File: src/rtl/smbus_ptr_pkg.sv
package smbus_ptr_pkg;

  localparam int BYTE_BITS = 8;

  typedef enum logic [2:0] {
    ST_IDLE,
    ST_ADDR,
    ST_ADDR_ACK,
    ST_WR_BYTE,
    ST_WR_ACK,
    ST_RD_BYTE,
    ST_RD_ACK,
    ST_IGNORE
  } busState_t;

  // Control-to-datapath strobes
  typedef struct packed {
    logic shiftIn;
    logic clearShift;
    logic ptrLoad;
    logic regWrite;
    logic txLoad;
    logic txShift;
    logic driveAck;
    logic driveData;
  } dpStrobe_t;

  // Strap code -> {A1, A0}; code 00 ground, 10 supply, others open
  function automatic logic [1:0] decodeStrap(input logic [1:0] code);
    unique case (code)
      2'b00:   decodeStrap = 2'b00;
      2'b10:   decodeStrap = 2'b01;
      default: decodeStrap = 2'b10;
    endcase
  endfunction

endpackage

File: src/rtl/smbus_line_sync.sv
module smbus_line_sync #(
  parameter int STAGES = 2
) (
  input  logic clk,
  input  logic rstN,
  input  logic sclIn,
  input  logic sdaIn,
  output logic sclLvl,
  output logic sdaLvl,
  output logic sclRise,
  output logic sclFall,
  output logic startSeen,
  output logic stopSeen
);

  logic [STAGES-1:0] sclPipe;
  logic [STAGES-1:0] sdaPipe;
  logic sclPrev;
  logic sdaPrev;

  generate
    if (STAGES > 1) begin : g_multi
      always_ff @(posedge clk or negedge rstN) begin
        if (!rstN) begin
          sclPipe <= '1;
          sdaPipe <= '1;
        end else begin
          sclPipe <= {sclPipe[STAGES-2:0], sclIn};
          sdaPipe <= {sdaPipe[STAGES-2:0], sdaIn};
        end
      end
    end else begin : g_single
      always_ff @(posedge clk or negedge rstN) begin
        if (!rstN) begin
          sclPipe <= '1;
          sdaPipe <= '1;
        end else begin
          sclPipe <= sclIn;
          sdaPipe <= sdaIn;
        end
      end
    end
  endgenerate

  always_ff @(posedge clk or negedge rstN) begin
    if (!rstN) begin
      sclPrev <= 1'b1;
      sdaPrev <= 1'b1;
    end else begin
      sclPrev <= sclPipe[STAGES-1];
      sdaPrev <= sdaPipe[STAGES-1];
    end
  end

  assign sclLvl    = sclPipe[STAGES-1];
  assign sdaLvl    = sdaPipe[STAGES-1];
  assign sclRise   = sclLvl & ~sclPrev;
  assign sclFall   = ~sclLvl & sclPrev;
  assign startSeen = sclLvl & sclPrev & sdaPrev & ~sdaLvl;
  assign stopSeen  = sclLvl & sclPrev & ~sdaPrev & sdaLvl;

endmodule

File: src/rtl/smbus_ptr_ctrl.sv
module smbus_ptr_ctrl
  import smbus_ptr_pkg::*;
(
  input  logic      clk,
  input  logic      rstN,
  input  logic      sclRise,
  input  logic      sclFall,
  input  logic      startSeen,
  input  logic      stopSeen,
  input  logic      sdaLvl,
  input  logic      addrMatch,
  input  logic      rwBit,
  output dpStrobe_t strobe
);

  localparam int CNT_W = $clog2(BYTE_BITS + 1);
  localparam logic [CNT_W-1:0] FULL_CNT = CNT_W'(BYTE_BITS);
  localparam logic [CNT_W-1:0] LAST_TX  = CNT_W'(BYTE_BITS - 1);

  busState_t        state, nextState;
  logic [CNT_W-1:0] bitCnt, cntNext;
  logic [1:0]       byteIdx, idxNext;
  logic             ackLow, ackNext;

  always_ff @(posedge clk or negedge rstN) begin
    if (!rstN) begin
      state   <= ST_IDLE;
      bitCnt  <= '0;
      byteIdx <= '0;
      ackLow  <= 1'b0;
    end else begin
      state   <= nextState;
      bitCnt  <= cntNext;
      byteIdx <= idxNext;
      ackLow  <= ackNext;
    end
  end

  always_comb begin
    nextState = state;
    cntNext   = bitCnt;
    idxNext   = byteIdx;
    ackNext   = ackLow;
    strobe    = '0;
    if (startSeen) begin
      nextState         = ST_ADDR;
      cntNext           = '0;
      strobe.clearShift = 1'b1;
    end else if (stopSeen) begin
      nextState = ST_IDLE;
      cntNext   = '0;
    end else begin
      unique case (state)
        ST_ADDR: begin
          if (sclRise) begin
            strobe.shiftIn = 1'b1;
            cntNext        = bitCnt + 1'b1;
          end else if (sclFall && bitCnt == FULL_CNT) begin
            cntNext   = '0;
            nextState = addrMatch ? ST_ADDR_ACK : ST_IGNORE;
          end
        end
        ST_ADDR_ACK: begin
          if (sclFall) begin
            idxNext = '0;
            cntNext = '0;
            if (rwBit) begin
              nextState     = ST_RD_BYTE;
              strobe.txLoad = 1'b1;
            end else begin
              nextState         = ST_WR_BYTE;
              strobe.clearShift = 1'b1;
            end
          end
        end
        ST_WR_BYTE: begin
          if (sclRise) begin
            strobe.shiftIn = 1'b1;
            cntNext        = bitCnt + 1'b1;
          end else if (sclFall && bitCnt == FULL_CNT) begin
            cntNext   = '0;
            nextState = ST_WR_ACK;
            if (byteIdx == 2'd0)      strobe.ptrLoad  = 1'b1;
            else if (byteIdx == 2'd1) strobe.regWrite = 1'b1;
            if (byteIdx != 2'd2) idxNext = byteIdx + 1'b1;
          end
        end
        ST_WR_ACK: begin
          if (sclFall) begin
            nextState         = ST_WR_BYTE;
            strobe.clearShift = 1'b1;
          end
        end
        ST_RD_BYTE: begin
          if (sclFall) begin
            if (bitCnt == LAST_TX) begin
              nextState = ST_RD_ACK;
              cntNext   = '0;
            end else begin
              strobe.txShift = 1'b1;
              cntNext        = bitCnt + 1'b1;
            end
          end
        end
        ST_RD_ACK: begin
          if (sclRise) begin
            ackNext = ~sdaLvl;
          end else if (sclFall) begin
            if (ackLow) begin
              nextState     = ST_RD_BYTE;
              strobe.txLoad = 1'b1;
            end else begin
              nextState = ST_IGNORE;
            end
          end
        end
        default: ;
      endcase
    end
    strobe.driveAck  = (state == ST_ADDR_ACK) || (state == ST_WR_ACK);
    strobe.driveData = (state == ST_RD_BYTE);
  end

  // a STOP always lands in idle
  assert_stop_idle_R4: assert property (@(posedge clk) disable iff (!rstN)
    stopSeen |=> (state == ST_IDLE));

  // only one datapath action per cycle
  assert_strobe_excl_R6: assert property (@(posedge clk) disable iff (!rstN)
    $onehot0({strobe.ptrLoad, strobe.regWrite, strobe.txLoad, strobe.txShift}));

  // an ignored transaction never loads or writes
  assert_ignore_quiet_R11: assert property (@(posedge clk) disable iff (!rstN)
    (state == ST_IGNORE && !startSeen) |-> (!strobe.regWrite && !strobe.ptrLoad));

  // bytes past the second never write
  assert_extra_discard_R9: assert property (@(posedge clk) disable iff (!rstN)
    (byteIdx == 2'd2) |-> !strobe.regWrite);

endmodule

File: src/rtl/smbus_ptr_dp.sv
module smbus_ptr_dp
  import smbus_ptr_pkg::*;
#(
  parameter logic [4:0] ADDR_PREFIX = 5'b01011,
  parameter int         PTR_W       = 8
) (
  input  logic                 clk,
  input  logic                 rstN,
  input  logic                 sdaLvl,
  input  logic [1:0]           strapCode,
  input  dpStrobe_t            strobe,
  input  logic [BYTE_BITS-1:0] regRdData,
  output logic                 addrMatch,
  output logic                 rwBit,
  output logic                 sdaDriveLow,
  output logic [PTR_W-1:0]     regAddr,
  output logic                 regWrEn,
  output logic [BYTE_BITS-1:0] regWrData
);

  logic [BYTE_BITS-1:0] shiftReg;
  logic [BYTE_BITS-1:0] txReg;
  logic [PTR_W-1:0]     pointer;
  logic [1:0]           devAddrLow;
  logic                 strapTaken;

  // Strap capture: once, on the first clock after reset
  always_ff @(posedge clk or negedge rstN) begin
    if (!rstN) begin
      strapTaken <= 1'b0;
      devAddrLow <= 2'b00;
    end else if (!strapTaken) begin
      strapTaken <= 1'b1;
      devAddrLow <= decodeStrap(strapCode);
    end
  end

  always_ff @(posedge clk or negedge rstN) begin
    if (!rstN) begin
      shiftReg <= '0;
    end else if (strobe.clearShift) begin
      shiftReg <= '0;
    end else if (strobe.shiftIn) begin
      shiftReg <= {shiftReg[BYTE_BITS-2:0], sdaLvl};
    end
  end

  always_ff @(posedge clk or negedge rstN) begin
    if (!rstN) begin
      pointer <= '0;
    end else if (strobe.ptrLoad) begin
      pointer <= shiftReg[PTR_W-1:0];
    end
  end

  always_ff @(posedge clk or negedge rstN) begin
    if (!rstN) begin
      txReg <= '1;
    end else if (strobe.txLoad) begin
      txReg <= regRdData;
    end else if (strobe.txShift) begin
      txReg <= {txReg[BYTE_BITS-2:0], 1'b1};
    end
  end

  assign addrMatch   = strapTaken && (shiftReg[BYTE_BITS-1:1] == {ADDR_PREFIX, devAddrLow});
  assign rwBit       = shiftReg[0];
  assign sdaDriveLow = strobe.driveAck | (strobe.driveData & ~txReg[BYTE_BITS-1]);
  assign regAddr     = pointer;
  assign regWrEn     = strobe.regWrite;
  assign regWrData   = shiftReg;

  // address bits frozen once captured
  assert_strap_frozen_R3: assert property (@(posedge clk) disable iff (!rstN)
    strapTaken |=> $stable(devAddrLow));

  // the ack and data drive are never requested together
  assert_drive_excl_R5: assert property (@(posedge clk) disable iff (!rstN)
    !(strobe.driveAck && strobe.driveData));

endmodule

File: src/rtl/smbus_ptr_slave.sv
module smbus_ptr_slave
  import smbus_ptr_pkg::*;
#(
  parameter logic [4:0] ADDR_PREFIX = 5'b01011,
  parameter int         PTR_W       = 8,
  parameter int         SYNC_STAGES = 2
) (
  input  logic                 clk,
  input  logic                 rstN,
  input  logic                 sclIn,
  input  logic                 sdaIn,
  input  logic [1:0]           strapCode,
  output logic                 sdaDriveLow,
  output logic [PTR_W-1:0]     regAddr,
  output logic                 regWrEn,
  output logic [BYTE_BITS-1:0] regWrData,
  input  logic [BYTE_BITS-1:0] regRdData
);

  logic sclLvl, sdaLvl, sclRise, sclFall, startSeen, stopSeen;
  logic addrMatch, rwBit;
  dpStrobe_t strobe;

  smbus_line_sync #(.STAGES(SYNC_STAGES)) u_sync (
    .clk(clk), .rstN(rstN), .sclIn(sclIn), .sdaIn(sdaIn),
    .sclLvl(sclLvl), .sdaLvl(sdaLvl), .sclRise(sclRise), .sclFall(sclFall),
    .startSeen(startSeen), .stopSeen(stopSeen)
  );

  smbus_ptr_ctrl u_ctrl (
    .clk(clk), .rstN(rstN), .sclRise(sclRise), .sclFall(sclFall),
    .startSeen(startSeen), .stopSeen(stopSeen), .sdaLvl(sdaLvl),
    .addrMatch(addrMatch), .rwBit(rwBit), .strobe(strobe)
  );

  smbus_ptr_dp #(.ADDR_PREFIX(ADDR_PREFIX), .PTR_W(PTR_W)) u_dp (
    .clk(clk), .rstN(rstN), .sdaLvl(sdaLvl), .strapCode(strapCode),
    .strobe(strobe), .regRdData(regRdData), .addrMatch(addrMatch),
    .rwBit(rwBit), .sdaDriveLow(sdaDriveLow), .regAddr(regAddr),
    .regWrEn(regWrEn), .regWrData(regWrData)
  );

  // the slave only moves SDA while the synchronized SCL is low
  assert_drive_scl_low_R4: assert property (@(posedge clk) disable iff (!rstN)
    !$stable(sdaDriveLow) |-> !sclLvl);

endmodule

File: config.mk
export PLATFORM = sky130hd
export DESIGN_NAME = smbus_ptr_slave
export DESIGN_NICKNAME = d
export VERILOG_FILES = /design/src/rtl/smbus_ptr_pkg.sv /design/src/rtl/smbus_line_sync.sv /design/src/rtl/smbus_ptr_ctrl.sv /design/src/rtl/smbus_ptr_dp.sv /design/src/rtl/smbus_ptr_slave.sv
export SDC_FILE = /design/constraint.sdc
export NUM_CORES = 1
export LEC_CHECK = 0
export CAP_MARGIN = 20
export CORE_MARGIN = 2
export CORE_UTILIZATION = 62
export DETAILED_ROUTE_END_ITERATION = 6
export DONT_BUFFER_PORTS = 1
export PLACE_DENSITY_LB_ADDON = 0.3
export SYNTH_ARGS = -nofsm -noshare
export SYNTH_HDL_FRONTEND = slang
export SYNTH_SLANG_ARGS = --single-unit
File: constraint.sdc
create_clock -name clk -period 2.2 [get_ports clk]
set_clock_uncertainty 0.1 [all_clocks]
set_input_delay 0.22 -clock clk [delete_from_list [all_inputs] [get_ports clk]]
set_output_delay 0.22 -clock clk [all_outputs]
set_load 0.02 [all_outputs]
* Word-level counts from Yosys, hierarchy flattened *
Cells that the tools add are included.

storage, ports and cells
  register bits = 43
  bits in latches = 0
  memory bits (writable) = 0
  bits in read-only memories = 0
  input bits = 14
  output and inout bits = 18
  word-level logic and storage cells = 132
  memories = 0

cells by class
  add/subtract/negate cells = 2
  multiply operators = 0
  divide/modulo/power cells = 0
  order comparisons = 0
  equality and inequality tests = 27
  shifts and indexed selects = 0
  muxes and demuxes = 59
  bitwise logic cells = 16
  reductions and logical operators = 15

operator list
  operator                                               count
  2-to-1 mux 3 bit                                       14
  2-to-1 mux 4 bit                                       8
  2-to-1 mux 8 bit                                       4
  inequality test 4 x 3 -> 1 bit, second input constant  5
  inequality test 4 bit, second input constant           5
  2-to-1 mux 1 bit                                       18
  one-hot mux 3 bit (6 select lines)                     1
  2-to-1 mux 2 bit                                       8
  one-hot mux 4 bit (3 select lines)                     1
  AND reduction 11 bit                                   1
  equality test 3 bit, second input constant             3
  AND 1 bit                                              8
  one-hot mux 2 bit (2 select lines)                     2
  AND reduction 4 bit                                    2
  nonzero test 8 bit                                     1
  equality test 7 x 6 -> 1 bit                           1
  NOT 1 bit                                              7
  AND reduction 7 bit                                    1
  equality test 3 x 2 -> 1 bit, second input constant    2
  2-to-1 mux 6 bit                                       1
  inequality test 2 x 1 -> 1 bit, second input constant  3
  nonzero test 2 bit                                     3
  inequality test 5 x 1 -> 1 bit, second input constant  1
  nonzero test 5 bit                                     1
  14 further kinds                                       18

* Logic depth before layout (Yosys ltp) *
Gate-level depths: netlist of the first run.

  depth after elaboration = 10
  gate-level depth with buffers = 7
  mapped depth without buffers = 7

* By module *
From an unflattened synthesis of the first run, not the netlist that was laid out.

second synthesis, totals
  cell total of the unflattened synthesis = 228
  area total of the unflattened synthesis = 2,337.2 µm²

modules (own cells, without submodules)
  module           times used  cells each  area an instance (µm²)  seq. area each (µm²)
  smbus_ptr_dp     1           94          1,168.6                 685.7
  smbus_ptr_ctrl   1           124         978.4                   250.2
  smbus_line_sync  1           10          190.2                   157.7

* Worst setup path before layout of the first run *
OpenSTA, ideal clock, no wires.

  path type = reg-to-reg
  start = register u_sync.sclPipe[1]
  end = register u_ctrl.bitCnt[3]
  library setup time = 69 ps
  data arrival time = 1,732 ps
  data required time = 2,031 ps
  slack = 299 ps
  cell stages (with the launch flop) = 8
  buffers on the path = 2
  period minus slack after synthesis = 1,901 ps
  path through = dfstp_2 buf_6 nand2b_4 or3_1 buf_6 o21ai_4 or4b_1 nand3_1

on the way
  longest elaborated chain between the ends = 5
  elaborated cells between the ends (all ways) = 18
  those cells by class = eq/ne (3); mux (4); bitwise (8); reduce/logical (3)

RTL lines
  element                                                                   line                                          source
  start: declaration                                                        smbus_line_sync.sv:16                         logic [STAGES-1:0] sclPipe;
  start signal: assignment                                                  smbus_line_sync.sv:28                         sclPipe <= {sclPipe[STAGES-2:0], sclIn};
  AND 1 bit (tied with other cells)                                         smbus_line_sync.sv:59, smbus_line_sync.sv:60
  AND 1 bit (tied with other cells) (2 in a row)                            smbus_line_sync.sv:59                         assign startSeen = sclLvl & sclPrev & sdaPrev & ~sdaLvl;
  inequality test 5 x 1 -> 1 bit (no source line) (tied with other cells)   n/a
  AND reduction 4 bit (no source line) or 2-to-1 mux 4 bit (tied branches)  n/a
  end signal: assignment                                                    smbus_ptr_ctrl.sv:33                          bitCnt <= cntNext;
  end: declaration                                                          smbus_ptr_ctrl.sv:21                          logic [CNT_W-1:0] bitCnt, cntNext;

Several ways; a longest one is shown, not always the timed one.
A chain may end at the register's enable or synchronous reset.

* Worst setup path after layout of the first run *
  start = register u_ctrl.bitCnt[0]
  end = output regWrEn

on the way
  longest elaborated chain between the ends = 7

RTL lines
  element              line                   source
  equality test 4 bit  smbus_ptr_ctrl.sv:80   end else if (sclFall && bitCnt == FULL_CNT) begin
  logical AND 1 bit    smbus_ptr_ctrl.sv:80
  2-to-1 mux 2 bit     smbus_ptr_ctrl.sv:80
  2-to-1 mux 2 bit     smbus_ptr_ctrl.sv:77   if (sclRise) begin
  2-to-1 mux 2 bit     smbus_ptr_ctrl.sv:53   unique case (state)
  2-to-1 mux 6 bit     smbus_ptr_ctrl.sv:49   end else if (stopSeen) begin
  2-to-1 mux 4 bit     smbus_ptr_ctrl.sv:45   if (startSeen) begin
  end: declaration     smbus_ptr_slave.sv:15  output logic regWrEn,

Every way passes these cells.

==> results.sh, run 1 <==
export IMPL_reg2reg_to="u_ctrl.byteIdx[0]"
export IMPL_synthFlopType="dfrtp_1"
export IMPL_p_leak_nw=1.09
export IMPL_switchingPower_mw=0.468
export IMPL_numCtsBuffers=5
export IMPL_antennaDiodeCount=0
export IMPL_grt_overflow=0
export IMPL_layoutNonFillerInstCount=280
export IMPL_cts_sinks=43
export IMPL_routabilityCongestion=0.863
export IMPL_grt_util_all_layers=0.242
export IMPL_r2r_cells=7
export IMPL_fin_crit_ps=2080
export IMPL_fin_area_sq_um=2490
export IMPL_post_cts_buffers=0
export IMPL_path_max_fanout=5
export IMPL_fin_nets=252
export IMPL_synth_async_reset_ratio=1.00
export IMPL_floorplan_initialDensity=0.651
export IMPL_synth_seq_cells=43
export IMPL_end_kind="primary output"
export IMPL_fp_dieH_um=63.6
export IMPL_status="completed"
export IMPL_cts_root_buf="clkbuf_4"
export IMPL_synth_edff_count=0
export IMPL_drive_gt1_frac=0.231
export IMPL_finalWirelength_mm=4.34
export IMPL_antenna_left=0
export IMPL_internal_power_mw=1.07
export IMPL_timing_hold_ws_ps=17.5
export IMPL_drv_cap=0
export IMPL_setup_viol=0
export IMPL_io_pins=32
export IMPL_ir_drop_v=0.000393
export IMPL_finalCritPeriodShare=0.943
export IMPL_ys_warn_count=0
export IMPL_via_count=1610
export IMPL_placed_cell_area_sq_um=2270
export IMPL_cts_buffer_depth=2
export IMPL_firstDrtPassIters=4
export IMPL_routedWlPerCell_um=15.5
export IMPL_drtIter0Drc=162
export IMPL_fillers=264
export IMPL_endpoint="regWrEn"
export IMPL_rrSetupSlack_ps=170
export IMPL_viasPerCell=5.75
export IMPL_grt_pass1_vias=1645
export IMPL_fin_tns_setup_ps=0
export IMPL_grt_pass1_wl_mm=7.65
export IMPL_core_area_sq_um=3390
export IMPL_cp_slowest_cell="dfrtp_1"
export IMPL_clkPwrFrac=0.240
export IMPL_cellPowerDensity_nw_per_um2=618
export IMPL_syn_to_final_growth_pct=12.8
export IMPL_startpoint_type="flip-flop"
export IMPL_htreeDepth=2
export IMPL_post_route_drc_count=0
export IMPL_rows=21
export IMPL_synth_cell_area_sq_um=2210
export IMPL_clk_latency_ps=350
export IMPL_clkTransAtPathRegs_ps=120
export IMPL_clock_fmax_ghz=0.482
export IMPL_swShare=0.304
export IMPL_cp_depth=6
export IMPL_path_cells="inv_1 -> ha_1 -> nand3b_1 -> nor2_1 -> and3_1 -> and2_2"
export IMPL_finalHoldViolCount=0
export IMPL_pwr_share_comb=0.141
export IMPL_crit_required_ps=1880
export IMPL_p_seq_frac=0.620
export IMPL_hp_class="primary input to flip-flop"
export IMPL_synth_cell_types=48
export IMPL_grt_max_degree=44
export IMPL_ys_seq_area_frac=0.496
export IMPL_syn_nets=231
export IMPL_synthTopCellsByArea="dfrtp_1, dfstp_2, nand2_1, mux2_2, mux2i_1"
export IMPL_cts_tree="done"
export IMPL_cp_top_family="simple AND/OR/NAND/NOR gates"
export IMPL_arrival_ps=1760
export IMPL_path_class="flip-flop to primary output"
export IMPL_die_area_sq_um=4050
export IMPL_total_power_mw=1.54
export IMPL_synth_top_area_frac=0.329
export IMPL_antenna_found_initial=0
export IMPL_port_buffers=0
export IMPL_rsz0062_at_grt="no"
export IMPL_die_w_um=63.6
export IMPL_rr_startpoint="u_ctrl.bitCnt[0]"
export IMPL_hpwlAfterDp_mm=3.11
export IMPL_netlist_instances=212
export IMPL_place_inst=258
export IMPL_cp_num_buf_inv=1
export IMPL_yosys_area_top_type="dfrtp_1"
export IMPL_cp_startpoint="u_ctrl.bitCnt[0]"
export IMPL_avgSynthCellArea_sq_um=10.4
export IMPL_maxSlewViolCount=0
export IMPL_critPathMaxStageDelay_ps=450
## power groups by stage
stage	clock network, mW	logic [mW]	registers (mW)
2_1_floorplan	0	0.134	0.953
3_3_place_gp	0	0.169	0.959
3_5_place_dp	0	0.176	0.967
4_1_cts	0.383	0.215	0.952
5_1_grt	0.416	0.240	0.963
6_report	0.368	0.216	0.952
## cell usage in the layout, fill, tap and decap left out, types with 3 or more instances in the layout
cell type / netlist / routed
nand2_1: 35 / 35
dfrtp_1: 29 / 29
dfstp_2: 14 / 14
a21oi_1: 13 / 13
dlygate4sd3_1: 0 / 13
mux2i_1: 10 / 10
mux2_2: 9 / 9
o21ai_1: 9 / 9
buf_4: 1 / 9
inv_1: 8 / 8
nand3_1: 8 / 8
nor2_1: 5 / 5
o21ai_0: 5 / 5
ha_1: 5 / 5
clkbuf_4: 0 / 5
nand2b_1: 5 / 4
nor2b_1: 4 / 3
xnor2_1: 3 / 3
or3_1: 3 / 3
nor4bb_1: 3 / 3
o22ai_1: 3 / 3
## flip-flops by register name, summed over array words and instances (netlist names)
name             count
u_dp.devAddrLow      2
u_sync.sclPrev       1
u_dp.txReg           8
u_ctrl.state         3
u_sync.sdaPipe       2
u_dp.regAddr         8
u_sync.sdaPrev       1
u_ctrl.bitCnt        4
u_ctrl.ackLow        1
u_dp.regWrData       8
u_ctrl.byteIdx       2
u_dp.strapTaken      1
u_sync.sclPipe       2
## timing repair
item,CTS,global route
hold buffers,14,0
resized for setup,0,4
setup endpoints to repair,0,9
hold endpoints to repair,55,0
## stage by stage
step	setup slack [ps]	util
floorplan	299	-
global placement	213	0.669
detailed placement	146	0.669
CTS	77.9	0.729
global route	4.14	0.734
finish	125	0.734
## cell families after synthesis
family	Yosys count	synth area share
compound gates	42	0.122
xor+xnor	4	0.0159
fa+ha+maj	5	0.0284
buf+inv	19	0.0459
flops	43	0.496
mux	21	0.102
other cells	1	0.00170
simple gates	77	0.189
## cell usage after synthesis, drive strengths merged (3+ instances only)
| cell type | number |
|---|---|
| a21oi | 14 |
| buf | 7 |
| dfrtp | 29 |
| dfstp | 14 |
| ha | 5 |
| inv | 10 |
| mux2 | 11 |
| mux2i | 10 |
| nand2 | 35 |
| nand2b | 6 |
| nand3 | 8 |
| nor2 | 7 |
| nor2b | 4 |
| nor4bb | 3 |
| o21ai | 15 |
| o22ai | 3 |
| or3 | 3 |
| xnor2 | 3 |
## per-layer routing
| layer | global-route usage | part of all wire |
|---|---|---|
| met2 | 0.425 | 0.52 |
| met1 | 0.300 | 0.41 |
| met4 | 0.0625 | 0.0088 |
| met5 | 0 | 0 |
| met3 | 0.0536 | 0.055 |
## how the worst min path moves through the flow
| stage | end | startpoint | cells after the start | slack (ps) |
|---|---|---|---|---|
| global placement | u_ctrl.byteIdx[0] | rstN | 0 | -170 |
| floorplan | u_ctrl.ackLow | rstN | 0 | -180 |
| finish | u_dp.devAddrLow[0] | strapCode[0] | 2 | 20 |
| detailed placement | u_ctrl.byteIdx[1] | rstN | 0 | -170 |
| CTS | u_dp.devAddrLow[0] | strapCode[0] | 2 | 3 |
| global route | u_dp.devAddrLow[0] | strapCode[0] | 2 | 1 |
## layout make-up
class / count / area, sq um / area share
timing repair buffer: 23 / 218 / 0.0875
clock inverter: 2 / 12.5 / 0.00503
inverter: 10 / 37.5 / 0.0151
multi-input combinational: 150 / 1030 / 0.413
tap: 46 / 57.6 / 0.0231
clock buffer: 6 / 41.3 / 0.0166
sequential: 43 / 1090 / 0.440
Power figures use the tool's default switching activity.
==> run 2: changes to the inputs <==
--- a/config.mk
+++ b/config.mk
@@ -7,7 +7,7 @@
 export LEC_CHECK = 0
 export CAP_MARGIN = 20
 export CORE_MARGIN = 2
-export CORE_UTILIZATION = 62
+export CORE_UTILIZATION = 67
 export DETAILED_ROUTE_END_ITERATION = 6
 export DONT_BUFFER_PORTS = 1
 export PLACE_DENSITY_LB_ADDON = 0.3
==> constraint.sdc (replaced) <==
create_clock -name clk -period 2.4 [get_ports clk]
set_clock_uncertainty 0.1 [all_clocks]
set_input_delay 0.24 -clock clk [delete_from_list [all_inputs] [get_ports clk]]
set_output_delay 0.24 -clock clk [all_outputs]
set_load 0.02 [all_outputs]
==> run 2 against run 1 <==
  * Non-clock buffer count fell by 4
  * Utilization rose by 5.7 points
  * Combinational power fell by 25%
  * Worst hold slack improved by 18 ps
  * Register-to-register slack improved by 70 ps
  * Critical endpoint unchanged
==> results.sh, run 2 (synthesis gave the netlist of run 1 again) <==
export IMPL_finalCritPeriodShare=0.928
export IMPL_antennaDiodeCount=0
export IMPL_clock_fmax_ghz=0.449
export IMPL_startpoint_type="flip-flop"
export IMPL_final_core_util=0.791
export IMPL_htreeDepth=2
export IMPL_die_w_um=61.4
export IMPL_cts_tree="done"
export IMPL_via_count=1615
export IMPL_setup_viol=0
export IMPL_drv_cap=0
export IMPL_routedWlPerCell_um=16.2
export IMPL_grt_pass1_vias=1556
export IMPL_p_seq_frac=0.614
export IMPL_status="completed"
export IMPL_syn_to_final_growth_pct=11.2
export IMPL_grt_pass1_wl_mm=7.27
export IMPL_arrival_ps=1890
export IMPL_routabilityCongestion=0.900
export IMPL_rows=20
export IMPL_hpwlAfterDp_mm=2.90
export IMPL_path_max_fanout=9
export IMPL_clkPwrFrac=0.274
export IMPL_cellPowerDensity_nw_per_um2=594
export IMPL_firstDrtPassIters=4
export IMPL_clk_latency_ps=360
export IMPL_drive_gt1_frac=0.204
export IMPL_die_area_sq_um=3770
export IMPL_antenna_found_initial=0
export IMPL_maxSlewViolCount=0
export IMPL_p_leak_nw=1.07
export IMPL_pwr_share_comb=0.112
export IMPL_cts_buffer_depth=2
export IMPL_cp_slowest_cell="dfstp_2"
export IMPL_rsz0062_at_grt="no"
export IMPL_cts_root_buf="clkbuf_4"
export IMPL_switchingPower_mw=0.430
export IMPL_end_kind="primary output"
export IMPL_core_area_sq_um=3100
export IMPL_swShare=0.295
export IMPL_placed_cell_area_sq_um=2230
export IMPL_path_class="flip-flop to primary output"
export IMPL_ir_drop_v=0.000607
export IMPL_final_cell_mix="nand2_1, dfrtp_1, dfstp_2, a21oi_1, dlygate4sd3_1"
export IMPL_finalWirelength_mm=4.44
export IMPL_fin_tns_setup_ps=0
export IMPL_grt_overflow=0
export IMPL_setup_slack_ps=172
export IMPL_post_route_drc_count=0
export IMPL_critPathMaxStageDelay_ps=650
export IMPL_fp_dieH_um=61.4
export IMPL_fin_nets=248
export IMPL_layout_commonest_cell="nand2_1"
export IMPL_cts_sinks=43
export IMPL_post_cts_buffers=0
export IMPL_internal_power_mw=1.03
export IMPL_grt_max_degree=44
export IMPL_io_pins=32
export IMPL_dp_slack_ps=235
export IMPL_clkTransAtPathRegs_ps=110
export IMPL_hp_class="primary input to flip-flop"
export IMPL_path_cells="nand2b_1 -> nor2_1 -> and3_1 -> and2_1"
export IMPL_fin_crit_ps=2230
export IMPL_fin_area_sq_um=2450
export IMPL_finalHoldViolCount=0
export IMPL_viasPerCell=5.89
export IMPL_port_buffers=0
export IMPL_post_cts_resized=0
export IMPL_crit_required_ps=2060
export IMPL_floorplan_initialDensity=0.711
export IMPL_numCtsBuffers=5
export IMPL_antenna_left=0
export IMPL_drtIter0Drc=106
export IMPL_timing_hold_ws_ps=35.7
export IMPL_grt_util_all_layers=0.272
-- run 2: area by class of cell --
| class | instances | area, sq um |
|---|---|---|
| Sequential cell | 43 | 1090 |
| Multi-Input combinational cell | 150 | 1010 |
| Fill cell | 220 | 649 |
| Timing Repair Buffer | 19 | 188 |
| Clock buffer | 8 | 68.8 |
| Tap cell | 44 | 55.1 |
| Inverter | 10 | 37.5 |
-- run 2: worst paths after layout --
kind	to	slack, ps	cells past startpoint	from
min in group asynchronous	u_dp.regWrData[4]	240	2	rstN
hold / removal	u_dp.devAddrLow[0]	40	2	strapCode[0]
setup reg to reg	u_dp.regAddr[5]	240	5	u_sync.sclPipe[1]
hold reg to reg	u_sync.sclPipe[1]	270	0	u_sync.sclPipe[0]
setup / recovery	regWrEn	170	4	u_sync.sclPipe[1]
max in group asynchronous	u_sync.sdaPipe[0]	1680	2	rstN
-- run 2: metal layers --
layer / up-vias / GRT usage / wire, um / share of wire
met5: - / 0 / 0 / 0
li1: 767 / - / - / -
met2: 32 / 0.451 / 2240 / 0.50
met1: 809 / 0.346 / 1950 / 0.44
met4: 0 / 0.112 / 91 / 0.021
met3: 7 / 0.0630 / 158 / 0.036
-- run 2: power groups by stage --
stage	registers [mW]	clock network (mW)	logic, mW
6_report	0.894	0.399	0.163
5_1_grt	0.904	0.432	0.184
2_1_floorplan	0.873	0	0.123
3_5_place_dp	0.904	0	0.127
3_3_place_gp	0.899	0	0.119
4_1_cts	0.891	0.401	0.162
-- run 2: stage by stage --
| stage | power, mW | instances |
|---|---|---|
| 6_report | 1.46 | 274 |
| 5_1_grt | 1.52 | 274 |
| 4_1_cts | 1.45 | 274 |
| 3_5_place_dp | 1.03 | 252 |
| 3_3_place_gp | 1.02 | 252 |
| 2_1_floorplan | 0.996 | 212 |
-- run 2: critical path, delay by kind of cell (launching register included) --
| kind | cells | cell delay [ps] |
|---|---|---|
| flip-flops | 1 | 650 |
| AND/OR/NAND/NOR | 4 | 900 |
-- run 2: repair_timing --
item | CTS | global route
endpoints found under the setup margin | 0 | 0
endpoints found under the hold margin | 55 | 0
hold buffers | 14 | 0
